**src/rtl/smb_alert_pkg.sv**
```systemverilog
package smb_alert_pkg;
  // Broadcast alert response address, read direction
  localparam logic [6:0] RESP_ADDR7 = 7'b0001100;
  localparam logic [7:0] RESP_RD_BYTE = {RESP_ADDR7, 1'b1};

  typedef enum logic [2:0] {
    ST_IDLE,
    ST_ADDR,
    ST_ACK_WAIT,
    ST_ACK,
    ST_DATA,
    ST_TAIL,
    ST_SKIP
  } resp_state_e;
endpackage

```
**src/rtl/smb_alert_sync.sv**
```systemverilog
module smb_alert_sync #(
  parameter int W = 2,
  parameter int STAGES = 2
) (
  input  logic         clk,
  input  logic         rst_n,
  input  logic [W-1:0] d,
  output logic [W-1:0] q
);
  for (genvar i = 0; i < W; i++) begin : g_line
    logic [STAGES-1:0] chain;
    always_ff @(posedge clk or negedge rst_n) begin
      if (!rst_n) chain <= '1;
      else        chain <= {chain[STAGES-2:0], d[i]};
    end
    assign q[i] = chain[STAGES-1];
  end
endmodule

```
**src/rtl/smb_alert_cond.sv**
```systemverilog
module smb_alert_cond (
  input  logic clk,
  input  logic rst_n,
  input  logic scl_s,
  input  logic sda_s,
  output logic scl_rise,
  output logic scl_fall,
  output logic start_c,
  output logic stop_c
);
  logic scl_d, sda_d;

  always_ff @(posedge clk or negedge rst_n) begin
    if (!rst_n) begin
      scl_d <= 1'b1;
      sda_d <= 1'b1;
    end else begin
      scl_d <= scl_s;
      sda_d <= sda_s;
    end
  end

  assign scl_rise = scl_s & ~scl_d;
  assign scl_fall = ~scl_s & scl_d;
  assign start_c  = scl_s & scl_d & sda_d & ~sda_s;
  assign stop_c   = scl_s & scl_d & ~sda_d & sda_s;
endmodule

```
**src/rtl/smb_alert_regs.sv**
```systemverilog
module smb_alert_regs #(
  parameter int STAT_W = 8
) (
  input  logic              clk,
  input  logic              rst_n,
  input  logic [STAT_W-1:0] evt_set,
  input  logic              stat_rd_clr,
  input  logic              cfg_wr,
  input  logic [7:0]        cfg_wdata,
  input  logic              mode_wr,
  input  logic [7:0]        mode_wdata,
  input  logic              win_pulse,
  output logic [STAT_W-1:0] status_q,
  output logic              mask_q,
  output logic              mode_q,
  output logic              alert_act
);
  localparam int MASK_BIT = 7;
  localparam int MODE_BIT = 0;

  logic [STAT_W-1:0] status_base;
  logic unused_wbits;

  assign unused_wbits = ^{cfg_wdata[MASK_BIT-1:0], mode_wdata[7:MODE_BIT+1]};
  assign status_base  = stat_rd_clr ? '0 : status_q;

  always_ff @(posedge clk or negedge rst_n) begin
    if (!rst_n) begin
      status_q <= '0;
      mask_q   <= 1'b0;
      mode_q   <= 1'b0;
    end else begin
      status_q <= status_base | evt_set;
      if (cfg_wr)         mask_q <= cfg_wdata[MASK_BIT];
      else if (win_pulse) mask_q <= 1'b1;
      if (mode_wr)        mode_q <= mode_wdata[MODE_BIT];
    end
  end

  assign alert_act = (|status_q) & ~mask_q;

  a_r2_event_latches: assert property (@(posedge clk) disable iff (!rst_n)
    (|evt_set) |=> ((status_q & $past(evt_set)) == $past(evt_set)));
  a_r9_read_clear: assert property (@(posedge clk) disable iff (!rst_n)
    (stat_rd_clr && evt_set == '0) |=> (status_q == '0));
  a_r8_win_sets_mask: assert property (@(posedge clk) disable iff (!rst_n)
    (win_pulse && !cfg_wr) |=> mask_q);
  a_r11_mode_load: assert property (@(posedge clk) disable iff (!rst_n)
    mode_wr |=> (mode_q == $past(mode_wdata[MODE_BIT])));
endmodule

```
**src/rtl/smb_alert_fsm.sv**
```systemverilog
module smb_alert_fsm
  import smb_alert_pkg::*;
#(
  parameter logic [6:0] DEV_ADDR = 7'h4C
) (
  input  logic clk,
  input  logic rst_n,
  input  logic scl_rise,
  input  logic scl_fall,
  input  logic start_c,
  input  logic stop_c,
  input  logic sda_s,
  input  logic alert_act,
  input  logic mode_q,
  output logic sda_drv,
  output logic win_pulse
);
  localparam logic [7:0] TX_BYTE = {DEV_ADDR, 1'b1};
  localparam int CNT_W = 3;
  localparam logic [CNT_W-1:0] LAST_BIT = CNT_W'(7);

  resp_state_e state;
  logic [CNT_W-1:0] bitcnt;
  logic [6:0] rx;
  logic [7:0] tx;
  logic lose_now;

  assign lose_now  = (state == ST_DATA) && scl_rise && tx[7] && !sda_s;
  assign win_pulse = (state == ST_DATA) && scl_rise && (bitcnt == LAST_BIT) && !lose_now;

  always_ff @(posedge clk or negedge rst_n) begin
    if (!rst_n) begin
      state   <= ST_IDLE;
      bitcnt  <= '0;
      rx      <= '0;
      tx      <= '1;
      sda_drv <= 1'b0;
    end else if (start_c) begin
      state   <= ST_ADDR;
      bitcnt  <= '0;
      sda_drv <= 1'b0;
    end else if (stop_c) begin
      state   <= ST_IDLE;
      sda_drv <= 1'b0;
    end else begin
      unique case (state)
        ST_IDLE: ;
        ST_ADDR: if (scl_rise) begin
          rx     <= {rx[5:0], sda_s};
          bitcnt <= bitcnt + 1'b1;
          if (bitcnt == LAST_BIT) begin
            if ({rx, sda_s} == RESP_RD_BYTE && alert_act && !mode_q) state <= ST_ACK_WAIT;
            else                                                       state <= ST_SKIP;
          end
        end
        ST_ACK_WAIT: if (scl_fall) begin
          sda_drv <= 1'b1;
          state   <= ST_ACK;
        end
        ST_ACK: if (scl_fall) begin
          tx      <= TX_BYTE;
          sda_drv <= ~TX_BYTE[7];
          bitcnt  <= '0;
          state   <= ST_DATA;
        end
        ST_DATA: begin
          if (scl_rise) begin
            if (lose_now) begin
              sda_drv <= 1'b0;
              state   <= ST_SKIP;
            end else if (bitcnt == LAST_BIT) begin
              state <= ST_TAIL;
            end else begin
              bitcnt <= bitcnt + 1'b1;
            end
          end else if (scl_fall) begin
            tx      <= {tx[6:0], 1'b1};
            sda_drv <= ~tx[6];
          end
        end
        ST_TAIL: if (scl_fall) begin
          sda_drv <= 1'b0;
          state   <= ST_SKIP;
        end
        ST_SKIP: ;
        default: state <= ST_IDLE;
      endcase
    end
  end

  a_r7_loss_release: assert property (@(posedge clk) disable iff (!rst_n)
    lose_now |=> !sda_drv);
  a_r10_cond_release: assert property (@(posedge clk) disable iff (!rst_n)
    (start_c || stop_c) |=> !sda_drv);
  a_r5_mode_no_ack: assert property (@(posedge clk) disable iff (!rst_n)
    (state == ST_ADDR && mode_q && !start_c && !stop_c) |=> (state != ST_ACK_WAIT));
  a_r6_quiet_no_alert: assert property (@(posedge clk) disable iff (!rst_n)
    (state == ST_ADDR && !alert_act && !start_c && !stop_c) |=> (state != ST_ACK_WAIT));
endmodule

```
**src/rtl/smb_alert_resp.sv**
```systemverilog
module smb_alert_resp #(
  parameter logic [6:0] DEV_ADDR = 7'h4C,
  parameter int STAT_W = 8,
  parameter int SYNC_STAGES = 2
) (
  input  logic              clk,
  input  logic              rst_n,
  input  logic              scl_i,
  input  logic              sda_i,
  output logic              sda_pull,
  output logic              alert_pull,
  input  logic [STAT_W-1:0] evt_set,
  input  logic              stat_rd_clr,
  input  logic              cfg_wr,
  input  logic [7:0]        cfg_wdata,
  input  logic              mode_wr,
  input  logic [7:0]        mode_wdata,
  output logic [STAT_W-1:0] stat_rdata,
  output logic [7:0]        cfg_rdata,
  output logic [7:0]        mode_rdata
);
  logic [1:0] bus_s;
  logic scl_rise, scl_fall, start_c, stop_c;
  logic mask_q, mode_q, alert_act, win_pulse;

  smb_alert_sync #(.W(2), .STAGES(SYNC_STAGES)) u_sync (
    .clk(clk), .rst_n(rst_n), .d({scl_i, sda_i}), .q(bus_s)
  );

  smb_alert_cond u_cond (
    .clk(clk), .rst_n(rst_n), .scl_s(bus_s[1]), .sda_s(bus_s[0]),
    .scl_rise(scl_rise), .scl_fall(scl_fall), .start_c(start_c), .stop_c(stop_c)
  );

  smb_alert_regs #(.STAT_W(STAT_W)) u_regs (
    .clk(clk), .rst_n(rst_n), .evt_set(evt_set), .stat_rd_clr(stat_rd_clr),
    .cfg_wr(cfg_wr), .cfg_wdata(cfg_wdata), .mode_wr(mode_wr), .mode_wdata(mode_wdata),
    .win_pulse(win_pulse), .status_q(stat_rdata), .mask_q(mask_q), .mode_q(mode_q),
    .alert_act(alert_act)
  );

  smb_alert_fsm #(.DEV_ADDR(DEV_ADDR)) u_fsm (
    .clk(clk), .rst_n(rst_n), .scl_rise(scl_rise), .scl_fall(scl_fall),
    .start_c(start_c), .stop_c(stop_c), .sda_s(bus_s[0]), .alert_act(alert_act),
    .mode_q(mode_q), .sda_drv(sda_pull), .win_pulse(win_pulse)
  );

  assign alert_pull = alert_act;
  assign cfg_rdata  = {mask_q, 7'b0};
  assign mode_rdata = {7'b0, mode_q};
endmodule

```
**config.mk**
```make
export PLATFORM = sky130hd
export DESIGN_NAME = smb_alert_resp
export DESIGN_NICKNAME = d
export VERILOG_FILES = /design/src/rtl/smb_alert_pkg.sv /design/src/rtl/smb_alert_sync.sv /design/src/rtl/smb_alert_cond.sv /design/src/rtl/smb_alert_regs.sv /design/src/rtl/smb_alert_fsm.sv /design/src/rtl/smb_alert_resp.sv
export SDC_FILE = /design/constraint.sdc
export NUM_CORES = 1
export LEC_CHECK = 0
export ABC_AREA = 1
export ABC_CLOCK_PERIOD_IN_PS = 4500
export BUFFER_PORTS_ARGS = -buffer_cell sky130_fd_sc_hd__buf_2
export CORE_MARGIN = 3
export CORE_UTILIZATION = 40
export CTS_CLUSTER_SIZE = 20
export DETAILED_ROUTE_END_ITERATION = 6
export GPL_TIMING_DRIVEN = 1
export PLACE_DENSITY = 0.62
export SLEW_MARGIN = 15
export SYNTH_ARGS = -nofsm -noshare
export SYNTH_HDL_FRONTEND = slang
export SYNTH_HIERARCHICAL = 1
export SYNTH_SLANG_ARGS = --single-unit
```
**constraint.sdc**
```tcl
create_clock -name clk -period 4.5 [get_ports clk]
set_input_delay 0 -clock clk [delete_from_list [all_inputs] [get_ports clk]]
set_output_delay 0 -clock clk [all_outputs]
set_load 0.01 [all_outputs]
```
==> summary.md, run 1 <==
| Metric | Value |
|---|---|
| Status | completed |
| # Post-CTS Setup Buffers | 0 |
| CP Class | reg -> reg |
| Die width | 76.9 um |
| Critical Path AT | 2.54 ns |
| Global route overflow | 0 |
| CP Cell Sequence | inv_1 -> nor2_1 -> nand3_1 -> nor2_1 -> nor3_1 -> nor3_1 -> a21oi_1 -> dlygate4sd3_1 |
| Initial cell density of the core | a little over two fifths |
| CTS sink count | 37 |
| Sw frac | between 20 and 30% |
| WL met3 | ~210 um |
| Max Fclk | about 420 MHz |
| H-tree depth | 2 |
| Placed inst area | 2110 um2 |
| CTS tree | built |
| Share of cells above drive strength 1 | roughly 22% |
| Initial DRC Count | approximately 130 |
| Post-DP HPWL | about 2600 um |
| Logic pwr share | 21.2% |
| Psw | about 0.26 mW |
| Max-slew violation count | 0 |
| Mapped cell area | 2010 um2 |
| Min Tclk post-route | ~2.4 ns |
| Reg2reg start | u_sync/g_line[1].chain[1]$_DFF_PN1_ |
| #FFs+latches synth | 37 |
| Clock Latency Late Sink | between 0.2 and 0.3 ns |
| Num CTS Buffers | 5 |
| Reg2reg setup slack | roughly 2.1 ns |
| Global placer's final weighted congestion | 0.905 |
| CP startpoint | u_sync/g_line[1].chain[1]$_DFF_PN1_ |
| Design Area, Final | between 2000 and 2500 um2 |
| Sequential power share | 46.7% |
| Clk_skew | 0.00435 ns |
| Synthesized instance count | roughly 240 |
| FFs w/ async S/R, synth | 100% |
| PortBufs | 28 |
| Avg Cell Area, Syn | 8.23 um2 |
| Unrepaired setup endpoints after global routing | false |
| Worst min path class | in -> reg |
| Clk buf depth | 2 |
| Register area share after synthesis | between 40% and 50% |
| Req. time, crit path | 4.67 ns |
| Routed Antenna Nets | 0 |
| Final Net Count | 323 |
| Worst-case reg-to-reg path depth | 8 |
| Max-cap viol count | 0 |
| Final hold viol count | 0 |
| Via count | 1577 |
| Initial antenna violation count | 0 |
| # IOs | 57 |
| Slew margin rel. | 46.8% |
| Power Internal | approximately 0.65 mW |
| Worst path slowest cell | dfstp_2 |
| Routed len/inst | 10.7 um |
| Startpoint Class | flip-flop |
| Drt drc | 0 |
| Critical Path End Type | flip-flop |
| DIE AREA | between 5000 and 6000 um2 |
| Clock Tree Root | clkbuf_8 |
| Routed length on met1 | 1720 um |
| Drt first pass iters | 5 |
| Post-CTS Resized | 0 |
| CP Max Fanout | 5 |
| Worst-margin pin slew | 0.798 ns |
| Leading post-synthesis cells by cell area | dfrtp_1 (30%), dfstp_2 (17%), nand2_1 (10%) |
| GR Util All Layers | 14.1% |
| VDD IR-drop max | 255 uV |
| Clock-pin slew on the worst setup and hold paths | ~0.070 ns |
| FP Rows | 25 |
| Synth cell count leaders | nand2_1 (54), inv_1 (36), nor2_1 (25) |
| Final TNS setup | 0 ns |
| Leading area contributor after synthesis | dfrtp_1 |
| DR vias/cell | 4.42 |
| Synth top area share | 29.9% |
| Final Cycle Share | 52.7% |
| # diodes | 0 |
| Die Y | 76.9 um |
| CP peak stage delay | 0.55 ns |
| Vias in the first global route | 1569 |
| CP Capture Point | u_regs/mask_q$_DFFE_PN0P_ |
| WL final | 3810 um |
| Final setup vio count | 0 |
| Top Metal Used | met4 |
| Clock share of power | 32.2% |
| Fin util | 50.6% |
| Critical R2R Capture | u_regs/mask_q$_DFFE_PN0P_ |
| Most common cell in the netlist | nand2_1 |
| Core area | 4790 um2 |
| Top FF cell, synth | dfrtp_1 |
| PwrDens | 376 nW/um2 |
| Metal2 WL | 1830 um |
| Leak | 1.23 nW |
| Syn. warnings | 6 |
| Synth unique cells | 28 |
| Layout area overhead | 20.6% |
| Pin count of the biggest net entering global routing | 38 |
| Post-synth EDFFs | 0 |
| First-pass GRT wire length | 6820 um |
-- registers in the layout, summed over array words and instances, names as in the netlist --
register and count:
u_regs/status_q 8, u_fsm/rx 7, u_fsm/tx 7, u_sync/g_line.chain 4
u_fsm/bitcnt 3, u_fsm/state 3, u_cond/scl_d 1, u_cond/sda_d 1
u_fsm/sda_drv 1, u_regs/mask_q 1, u_regs/mode_q 1
-- per-stage QoR --
| step | power, mW | instances | hold WS (ns) | setup slack [ns] |
|---|---|---|---|---|
| floorplan | 0.567 | 257 | -0.296 | 2.80 |
| global placement | 0.602 | 330 | 0.106 | 2.51 |
| detailed placement | 0.608 | 330 | 0.106 | 2.49 |
| CTS | 0.919 | 357 | 0.00271 | 2.13 |
| global route | 0.976 | 357 | 0.0142 | 1.92 |
| finish | 0.909 | 357 | 0.00897 | 2.13 |
-- power groups by stage --
stage / clock network (mW) / registers [mW] / logic [mW]
detailed placement: 0 / 0.430 / 0.178
global route: 0.320 / 0.433 / 0.223
finish: 0.292 / 0.424 / 0.193
CTS: 0.302 / 0.424 / 0.193
global placement: 0 / 0.428 / 0.173
floorplan: 0 / 0.426 / 0.142
-- cell usage in the layout, fill, tap and decap left out, types with 2 or more instances in the layout --
master / Yosys / final
ha_1: 3 / 3
nor2_2: 4 / 4
o21ai_0: 10 / 10
a21oi_1: 8 / 8
nand2_1: 54 / 54
a22oi_1: 2 / 2
dlygate4sd3_1: 0 / 19
conb_1: 1 / 14
nand4_1: 4 / 4
nand3_1: 12 / 12
o21bai_1: 8 / 8
nor2_1: 25 / 25
inv_1: 36 / 36
clkbuf_8: 0 / 6
dfstp_2: 13 / 13
mux2_2: 2 / 2
dfrtp_1: 24 / 24
buf_2: 1 / 28
nor3_1: 4 / 4
nand2_2: 4 / 4
-- worst min path at each step --
stage,from,cells past startpoint,to
floorplan,rst_n,0,u_fsm/bitcnt[0]$_DFFE_PN0P_
global placement,scl_i,1,u_sync/g_line[1].chain[0]$_DFF_PN1_
detailed placement,sda_i,1,u_sync/g_line[0].chain[0]$_DFF_PN1_
CTS,stat_rd_clr,2,u_regs/status_q[5]$_DFF_PN0_
global route,stat_rd_clr,2,u_regs/status_q[5]$_DFF_PN0_
finish,stat_rd_clr,2,u_regs/status_q[5]$_DFF_PN0_
-- critical path: cells and delay by family, from the launching register on --
kind / cells / cell delay [ns]
AND/OR/NAND/NOR: 5 / 1.07
buffers and inverters: 2 / 0.59
AO/OA/AOI/OAI: 1 / 0.05
flip-flops: 1 / 0.55
-- logic make-up (layout without fill, tap and decap cells) --
group                    Yosys count  after routing  share of synthesized area (%)
AND/OR/NAND/NOR                  112            112                           25.2
buffers and inverters             58             91                           15.2
flip-flops                        37             37                           46.9
AO/OA/AOI/OAI                     31             31                           9.47
adder cells (fa/ha/maj)            3              3                           1.87
multiplexers                       2              2                           1.12
other                              1             14                          0.187
-- final cells by class --
cell class              count  area, um2
well taps                  67       83.8
repair buffers             47        330
clock inverters             2       37.5
fillers                   437       2360
multi-input cells         162        810
clock buffers               6       82.6
inverters                  36        135
flip-flops and latches     37        942
-- layer usage --
layer,vias up,track usage [%]
met4,0,4.35
met2,47,23.7
met1,704,17.7
met3,4,3.64
met5,-,0
li1,822,-
-- what timing repair did --
| item | 4_1_cts | 5_1_grt |
|---|---|---|
| hold buffers | 19 | 0 |
| endpoints found under the setup margin | 0 | 0 |
| hold endpoints to repair | 36 | 0 |
(Power assumes the default switching activity.)
==> run 2: changes to the inputs <==
--- a/config.mk
+++ b/config.mk
@@ -6,7 +6,7 @@
 export NUM_CORES = 1
 export LEC_CHECK = 0
 export ABC_AREA = 1
-export ABC_CLOCK_PERIOD_IN_PS = 4500
+export ABC_CLOCK_PERIOD_IN_PS = 2230
 export BUFFER_PORTS_ARGS = -buffer_cell sky130_fd_sc_hd__buf_2
 export CORE_MARGIN = 3
 export CORE_UTILIZATION = 40
==> constraint.sdc (replaced) <==
create_clock -name clk -period 2.23 [get_ports clk]
set_input_delay 0 -clock clk [delete_from_list [all_inputs] [get_ports clk]]
set_output_delay 0 -clock clk [all_outputs]
set_load 0.01 [all_outputs]
==> summary.md, run 2 (synthesis gave the netlist of run 1 again) <==
| Metric | Value |
|---|---|
| PwrDens | 725 nW/um2 (+93%) |
| DIE AREA | 5910 um2 (unchanged) |
| Initial cell density of the core | 42.0% (unchanged) |
| CTS Hold Bufs | 15 (-4) |
| Clock Latency Late Sink | 0.28 ns (about the same) |
| Worst-margin pin slew | 0.795 ns (-0.00261 ns) |
| GR Util All Layers | 14.1% (+0.036 points) |
| Core area | 4790 um2 (unchanged) |
| Post-CTS Resized | 0 (unchanged) |
| WHS | 0.00459 ns (-0.00438 ns) |
| Hold Path Sink | u_regs/status_q[3]$_DFF_PN0_ |
| Unrepaired setup endpoints after global routing | false |
| CTS sink count | 37 (unchanged) |
| Max reg flops | 8 (unchanged) |
| Routed len/inst | 11.0 um (+2.8%) |
| Total power | 1.71 mW (+88%) |
| Design Area, Final | 2360 um2 (-2.4%) |
| Largest reg by FF count | u_regs/status_q |
| Leak | 1.21 nW (-1.7%) |
| Worst-case reg-to-reg path depth | 7 (-1) |
| Min Tclk post-route | 1.86 ns (-0.509 ns) |
| Reg2reg setup slack | 0.37 ns (-1.76 ns) |
| Critical R2R Capture | u_fsm/rx[4]$_DFFE_PN0P_ |
| Clock-pin slew on the worst setup and hold paths | 0.07 ns (about the same) |
| Startpoint Class | flip-flop |
| CTS tree | built |
| Final TNS setup | 0 ns (unchanged) |
| # Post-CTS Setup Buffers | 0 (unchanged) |
| Max-cap viol count | 0 (unchanged) |
| Max-slew violation count | 0 (unchanged) |
| FP Rows | 25 (unchanged) |
| CP Max Fanout | 12 (+7) |
| Die width | 76.9 um (unchanged) |
| WHS Path Cells | 2 (unchanged) |
| Initial DRC Count | 90 (-30%) |
| # IOs | 57 (unchanged) |
| Layout area overhead | 17.6% |
| PortBufs | 28 (unchanged) |
| Slew margin rel. | 47.0% (+0.17 points) |
| Routed Antenna Nets | 0 (unchanged) |
| Global route overflow | 0 (unchanged) |
| Status | completed |
| Drt first pass iters | 4 (-1) |
| Pin count of the biggest net entering global routing | 38 (unchanged) |
| Post-DP HPWL | 2740 um (+3.4%) |
| Global placer's final weighted congestion | 0.809 (-11%) |
| # diodes | 0 (unchanged) |
| Critical Path AT | 2.03 ns (-0.51 ns) |
| Worst min path class | in -> reg |
| CP Class | reg -> reg |
| Num CTS Buffers | 5 (unchanged) |
| Die Y | 76.9 um (unchanged) |
| Req. time, crit path | 2.40 ns (-2.27 ns) |
| H-tree depth | 2 (unchanged) |
| Via count | 1592 (+0.95%) |
| Clk buf depth | 2 (unchanged) |
| Final hold viol count | 0 (unchanged) |
| DR vias/cell | 4.50 (+1.8%) |
| Total of fill cells in the finished design | 467 (+6.9%) |
| Critical Path End Type | flip-flop |
| Commonest non-fill, non-tap cell in the layout | nand2_1 |
| Final setup vio count | 0 (unchanged) |
| Final Cycle Share | 83.5% (+31 points) |
| WL final | 3880 um (+1.9%) |
| Reg2reg start | u_sync/g_line[1].chain[1]$_DFF_PN1_ |
| Share of cells above drive strength 1 | 22.3% (+0.23 points) |
| Vias in the first global route | 1558 (-0.70%) |
| Most frequent cells in the layout | nand2_1 (54), inv_1 (36), buf_2 (28), nor2_1 (25), dfrtp_1 (24) |
| Drt drc | 0 (unchanged) |
| Top Registers | u_regs/status_q (8), u_fsm/rx (7), u_fsm/tx (7) |
| Clock Tree Root | clkbuf_8 |
| Final Net Count | 320 (-0.93%) |
| Placed inst area | 2120 um2 (+0.36%) |
| VDD IR-drop max | 451 uV (+77%) |
| Clk_skew | 0.00540 ns (+0.00105 ns) |
| First-pass GRT wire length | 6870 um (+0.70%) |
| Max Fclk | 537 MHz (+27%) |
| Hold Crit Start | stat_rd_clr |
| Initial antenna violation count | 0 (unchanged) |
run 2: changes by cell type in the layout (fill, tap and decap cells not counted):
cell           change
bufinv_16          -1
clkbuf_1           +1
buf_4              +1
dlygate4sd3_1      -4
run 2: per-stage QoR:
stage | worst slack (ns) | util (%) | std cells
5_1_grt | 0.165 | 49.4 | 354
2_1_floorplan | 0.531 | - | 257
3_3_place_gp | 0.408 | 44.3 | 331
4_1_cts | 0.365 | 49.4 | 354
3_5_place_dp | 0.377 | 44.3 | 331
6_report | 0.368 | 49.4 | 354
run 2: how the worst max path moves through the flow:
stage                                              to  slack (ns)                                 from  depth (start not counted)
after global routing      u_fsm/bitcnt[2]$_DFFE_PN0P_        0.16  u_sync/g_line[1].chain[1]$_DFF_PN1_                          9
final                         u_fsm/rx[4]$_DFFE_PN0P_        0.37  u_sync/g_line[1].chain[1]$_DFF_PN1_                          7
after detailed placement      u_fsm/rx[4]$_DFFE_PN0P_        0.38  u_sync/g_line[1].chain[1]$_DFF_PN1_                          7
after global placement        u_fsm/rx[3]$_DFFE_PN0P_        0.41  u_sync/g_line[1].chain[1]$_DFF_PN1_                          7
after CTS                     u_fsm/rx[4]$_DFFE_PN0P_        0.37  u_sync/g_line[1].chain[1]$_DFF_PN1_                          7
after floorplan            u_fsm/state[1]$_DFFE_PN0P_        0.53  u_sync/g_line[0].chain[1]$_DFF_PN1_                         14
run 2: layer usage:
layer | routed length, um | GRT usage (%) | vias to the layer above
met5 | 0 | 0 | -
met4 | 44 | 3.80 | 0
met3 | 175 | 3.29 | 5
met2 | 1880 | 24.5 | 43
met1 | 1780 | 17.6 | 728
li1 | - | - | 816
run 2: final cells by class:
| type | instances | area [um2] | share of cell area (%) |
|---|---|---|---|
| flip-flops and latches | 37 | 942 | 39.9 |
| multi-input cells | 162 | 810 | 34.3 |
| repair buffers | 44 | 298 | 12.6 |
| inverters | 36 | 135 | 5.72 |
| clock buffers | 7 | 86.3 | 3.65 |
| well taps | 67 | 83.8 | 3.55 |
| clock inverters | 1 | 7.51 | 0.318 |
run 2: where the power goes:
| part | switching [mW] | internal [mW] |
|---|---|---|
| Clock | 0.230 | 0.251 |
| Sequential | 0.0694 | 0.786 |
| Combinational | 0.215 | 0.161 |
run 2: worst max-delay path, stage by stage (launching register included):
cell     delay, ns
dfstp_2       0.56
nand2_1       0.07
nor2_1        0.27
nor2_2        0.08
inv_1         0.07
nor2_1        0.04
nand2_1       0.26
mux2_2        0.38
==> run 3: changes to the inputs <==
--- a/config.mk
+++ b/config.mk
@@ -5,15 +5,15 @@
 export SDC_FILE = /design/constraint.sdc
 export NUM_CORES = 1
 export LEC_CHECK = 0
-export ABC_AREA = 1
-export ABC_CLOCK_PERIOD_IN_PS = 2230
+export ABC_AREA = 0
+export ABC_CLOCK_PERIOD_IN_PS = 1650
 export BUFFER_PORTS_ARGS = -buffer_cell sky130_fd_sc_hd__buf_2
 export CORE_MARGIN = 3
 export CORE_UTILIZATION = 40
 export CTS_CLUSTER_SIZE = 20
 export DETAILED_ROUTE_END_ITERATION = 6
 export GPL_TIMING_DRIVEN = 1
-export PLACE_DENSITY = 0.62
+export PLACE_DENSITY = 0.65
 export SLEW_MARGIN = 15
 export SYNTH_ARGS = -nofsm -noshare
 export SYNTH_HDL_FRONTEND = slang
==> constraint.sdc (replaced) <==
create_clock -name clk -period 1.65 [get_ports clk]
set_input_delay 0 -clock clk [delete_from_list [all_inputs] [get_ports clk]]
set_output_delay 0 -clock clk [all_outputs]
set_load 0.01 [all_outputs]
==> summary.md, run 3 <==
| Metric | Value |
|---|---|
| Top FF cell, synth | dfrtp_1 |
| # IOs | 57 (unchanged) |
| Worst min path class | in -> reg |
| Critical Path End Type | flip-flop |
| CP Class | reg -> reg |
| Logic pwr share | 37.9% (+16 points) |
| Sequential power share | 41.0% (-8.9 points) |
| Die width | 75.2 um (-2.1%) |
| Post-synth EDFFs | 0 (unchanged) |
| CTS sink count | 37 (unchanged) |
| Clock Latency Late Sink | 0.29 ns (about the same) |
| Most frequent cells in the layout | buf_2 (29), buf_4 (29), dfrtp_1 (24), dlygate4sd3_1 (15), conb_1 (14) |
| Slew margin rel. | 47.6% (+0.62 points) |
| Leading area contributor after synthesis | dfrtp_1 |
| Initial DRC Count | 108 (+20%) |
| Psw | 0.935 mW (+81%) |
| Final Net Count | 290 (-9.4%) |
| Leading post-synthesis cells by cell area | dfrtp_1 (31%), dfstp_2 (18%), buf_4 (7.8%) |
| Synth cell count leaders | dfrtp_1 (24), buf_4 (20), nand2_1 (15) |
| FFs w/ async S/R, synth | 100% (unchanged) |
| Critical R2R Capture | u_fsm/rx[5]$_DFFE_PN0P_ |
| Core area | 4500 um2 (-5.9%) |
| Num CTS Buffers | 5 (unchanged) |
| PortBufs | 28 (unchanged) |
| PwrDens | 1050 nW/um2 (+44%) |
| Avg Cell Area, Syn | 10.9 um2 (+32%) |
| Reg2reg setup slack | -0.18 ns (-0.55 ns) |
| CP peak stage delay | 0.53 ns (-0.03 ns) |
| Share of cells above drive strength 1 | 52.1% (+30 points) |
| Max Fclk | 545 MHz (+1.5%) |
| CP Capture Point | u_fsm/rx[5]$_DFFE_PN0P_ |
| Final TNS setup | -2.42 ns (-2.42 ns) |
| Final setup vio count | 21 (+21) |
| H-tree depth | 2 (unchanged) |
| Vias in the first global route | 1489 (-4.4%) |
| Min Tclk post-route | 1.83 ns (-0.0271 ns) |
| Post-DP HPWL | 2810 um (+2.9%) |
| Initial cell density of the core | 42.6% (+0.59 points) |
| Routed len/inst | 14.2 um (+30%) |
| Syn. warnings | 6 (unchanged) |
| Via count | 1548 (-2.8%) |
| Clock-pin slew on the worst setup and hold paths | 0.07 ns (about the same) |
| CP Cell Sequence | and4b_2 -> buf_6 -> nor2_4 -> nand2_4 -> nor2_4 -> buf_12 -> mux2_4 |
| Leak | 1.32 nW (+8.9%) |
| Worst path slowest cell | dfstp_2 |
| Global placer's final weighted congestion | 0.833 (+3.0%) |
| Synth unique cells | 46 (+64%) |
| CTS tree | built |
| VDD IR-drop max | 713 uV (+58%) |
| Global route overflow | 0 (unchanged) |
| Clk_skew | 0.00645 ns (+0.00105 ns) |
| Clock Tree Root | clkbuf_8 |
| Sw frac | 32.3% (+2.2 points) |
| Largest reg by FF count | u_regs/status_q |
| GR Util All Layers | 16.6% (+2.5 points) |
| Die Y | 75.2 um (-2.1%) |
| DIE AREA | 5660 um2 (-4.2%) |
| Startpoint Class | flip-flop |
| Worst-case reg-to-reg path depth | 7 (unchanged) |
| DR vias/cell | 5.01 (+11%) |
| WL final | 4400 um (+13%) |
| FP Rows | 24 (-4.0%) |
| Total of fill cells in the finished design | 336 (-28%) |
| Final hold viol count | 0 (unchanged) |
| Clock share of power | 21.1% (-7.0 points) |
| Power Internal | 1.96 mW (+63%) |
| First-pass GRT wire length | 7180 um (+4.5%) |
| Top Registers | u_regs/status_q (8), u_fsm/rx (7), u_fsm/tx (7) |
| Max-slew violation count | 0 (unchanged) |
| Critical Path AT | 2.01 ns (-0.02 ns) |
| Register area share after synthesis | 49.2% (+2.2 points) |
| Placed inst area | 2290 um2 (+8.2%) |
| Most common cell in the netlist | dfrtp_1 |
| Reg2reg start | u_sync/g_line[0].chain[1]$_DFF_PN1_ |
| Req. time, crit path | 1.82 ns (-0.58 ns) |
| #FFs+latches synth | 37 (unchanged) |
| Mapped cell area | 1920 um2 (-4.5%) |
| Max reg flops | 8 (unchanged) |
| Routed Antenna Nets | 0 (unchanged) |
| Final Cycle Share | 111% (+28 points) |
| Final worst slack | -0.185 ns (-0.553 ns) |
| Status | finished, violations left |
| CP startpoint | u_sync/g_line[0].chain[1]$_DFF_PN1_ |
| Drt first pass iters | 4 (unchanged) |
| Initial antenna violation count | 0 (unchanged) |
| Drt drc | 0 (unchanged) |
| Unrepaired setup endpoints after global routing | true |
| Layout area overhead | 44.1% |
| Synth top area share | 31.3% (+1.4 points) |
| Max-cap viol count | 0 (unchanged) |
| Design Area, Final | 2760 um2 (+17%) |
| Clk buf depth | 2 (unchanged) |
| Most Frequent Cell on Critical Path | nor2_4 |
| Synthesized instance count | 176 (-28%) |
| Failing checks | setup timing |
| Pin count of the biggest net entering global routing | 38 (unchanged) |
| Worst-margin pin slew | 0.786 ns (-0.00926 ns) |
| CP Max Fanout | 6 (-6) |
| # diodes | 0 (unchanged) |
==> run 3: how the worst min path moves through the flow <==
stage                           start                                   to  slack (ns)  cells after the start
after global placement          scl_i  u_sync/g_line[1].chain[0]$_DFF_PN1_        0.11                      1
final                     stat_rd_clr         u_regs/status_q[3]$_DFF_PN0_        0.11                      3
after CTS                 stat_rd_clr         u_regs/status_q[3]$_DFF_PN0_        0.11                      3
after global routing      stat_rd_clr         u_regs/status_q[1]$_DFF_PN0_        0.12                      3
after detailed placement        scl_i  u_sync/g_line[1].chain[0]$_DFF_PN1_        0.11                      1
after floorplan                 rst_n          u_fsm/bitcnt[0]$_DFFE_PN0P_       -0.30                      0
==> run 3: routing by layer <==
metal	track usage [%]	vias to the layer above	routed length, um	share of wire (%)
met4	4.27	0	44	1.0
met3	3.74	6	154	3.5
met2	27.4	38	2230	51
li1	-	751	-	-
met5	0	-	0	0
met1	22.4	753	1970	45
==> run 3: logic make-up (layout without fill, tap and decap cells) <==
kind of cell             Yosys count  count (layout)  share of synthesized area (%)
AO/OA/AOI/OAI                     41              41                           14.9
buffers and inverters             29              97                           10.1
AND/OR/NAND/NOR                   51              51                           15.5
multiplexers                      14              14                           8.16
flip-flops                        37              37                           49.2
adder cells (fa/ha/maj)            3               3                           1.96
other                              1              14                          0.196
==> run 3: repair_timing <==
action	4_1_cts	5_1_grt
pin swaps	3	14
endpoints found under the setup margin	21	21
setup buffers	6	4
hold endpoints to repair	36	0
cloned	1	1
resized for setup	17	31
hold buffers	15	0
==> run 3: per-stage QoR <==
| stage | instances | hold slack [ns] | utilization, % | setup slack (ns) | power [mW] |
|---|---|---|---|---|---|
| after floorplan | 189 | -0.296 | - | -0.201 | 1.78 |
| after global placement | 274 | 0.108 | 50.9 | -0.195 | 2.08 |
| after detailed placement | 274 | 0.108 | 50.9 | -0.215 | 2.10 |
| after CTS | 304 | 0.105 | 58.3 | -0.187 | 2.82 |
| after global routing | 309 | 0.121 | 61.3 | -0.241 | 3.08 |
| final | 309 | 0.114 | 61.3 | -0.185 | 2.89 |
==> run 3: critical path, delay by kind of cell, from the launching register on <==
family | cells | cell delay (ns)
and+or+nand+nor | 4 | 0.64
DFF | 1 | 0.53
muxes | 1 | 0.29
buffers and inverters | 2 | 0.26
==> run 3: cell type report <==
class                           instances  area (um2)  area share (%)
Clock buffer                            6        72.6            2.63
Timing Repair Buffer                   83         638            23.1
Clock inverter                          2        10.0           0.362
Sequential cell                        37         942            34.1
Tap cell                               52        65.1            2.36
Inverter                                6        22.5           0.815
Multi-Input combinational cell        123        1010            36.6
==> run 3: power groups by stage <==
stage	sequential [mW]	clock [mW]	combinational, mW
floorplan	1.18	0	0.609
global placement	1.19	0	0.888
detailed placement	1.19	0	0.903
CTS	1.18	0.632	1.00
global route	1.21	0.671	1.20
finish	1.19	0.610	1.10
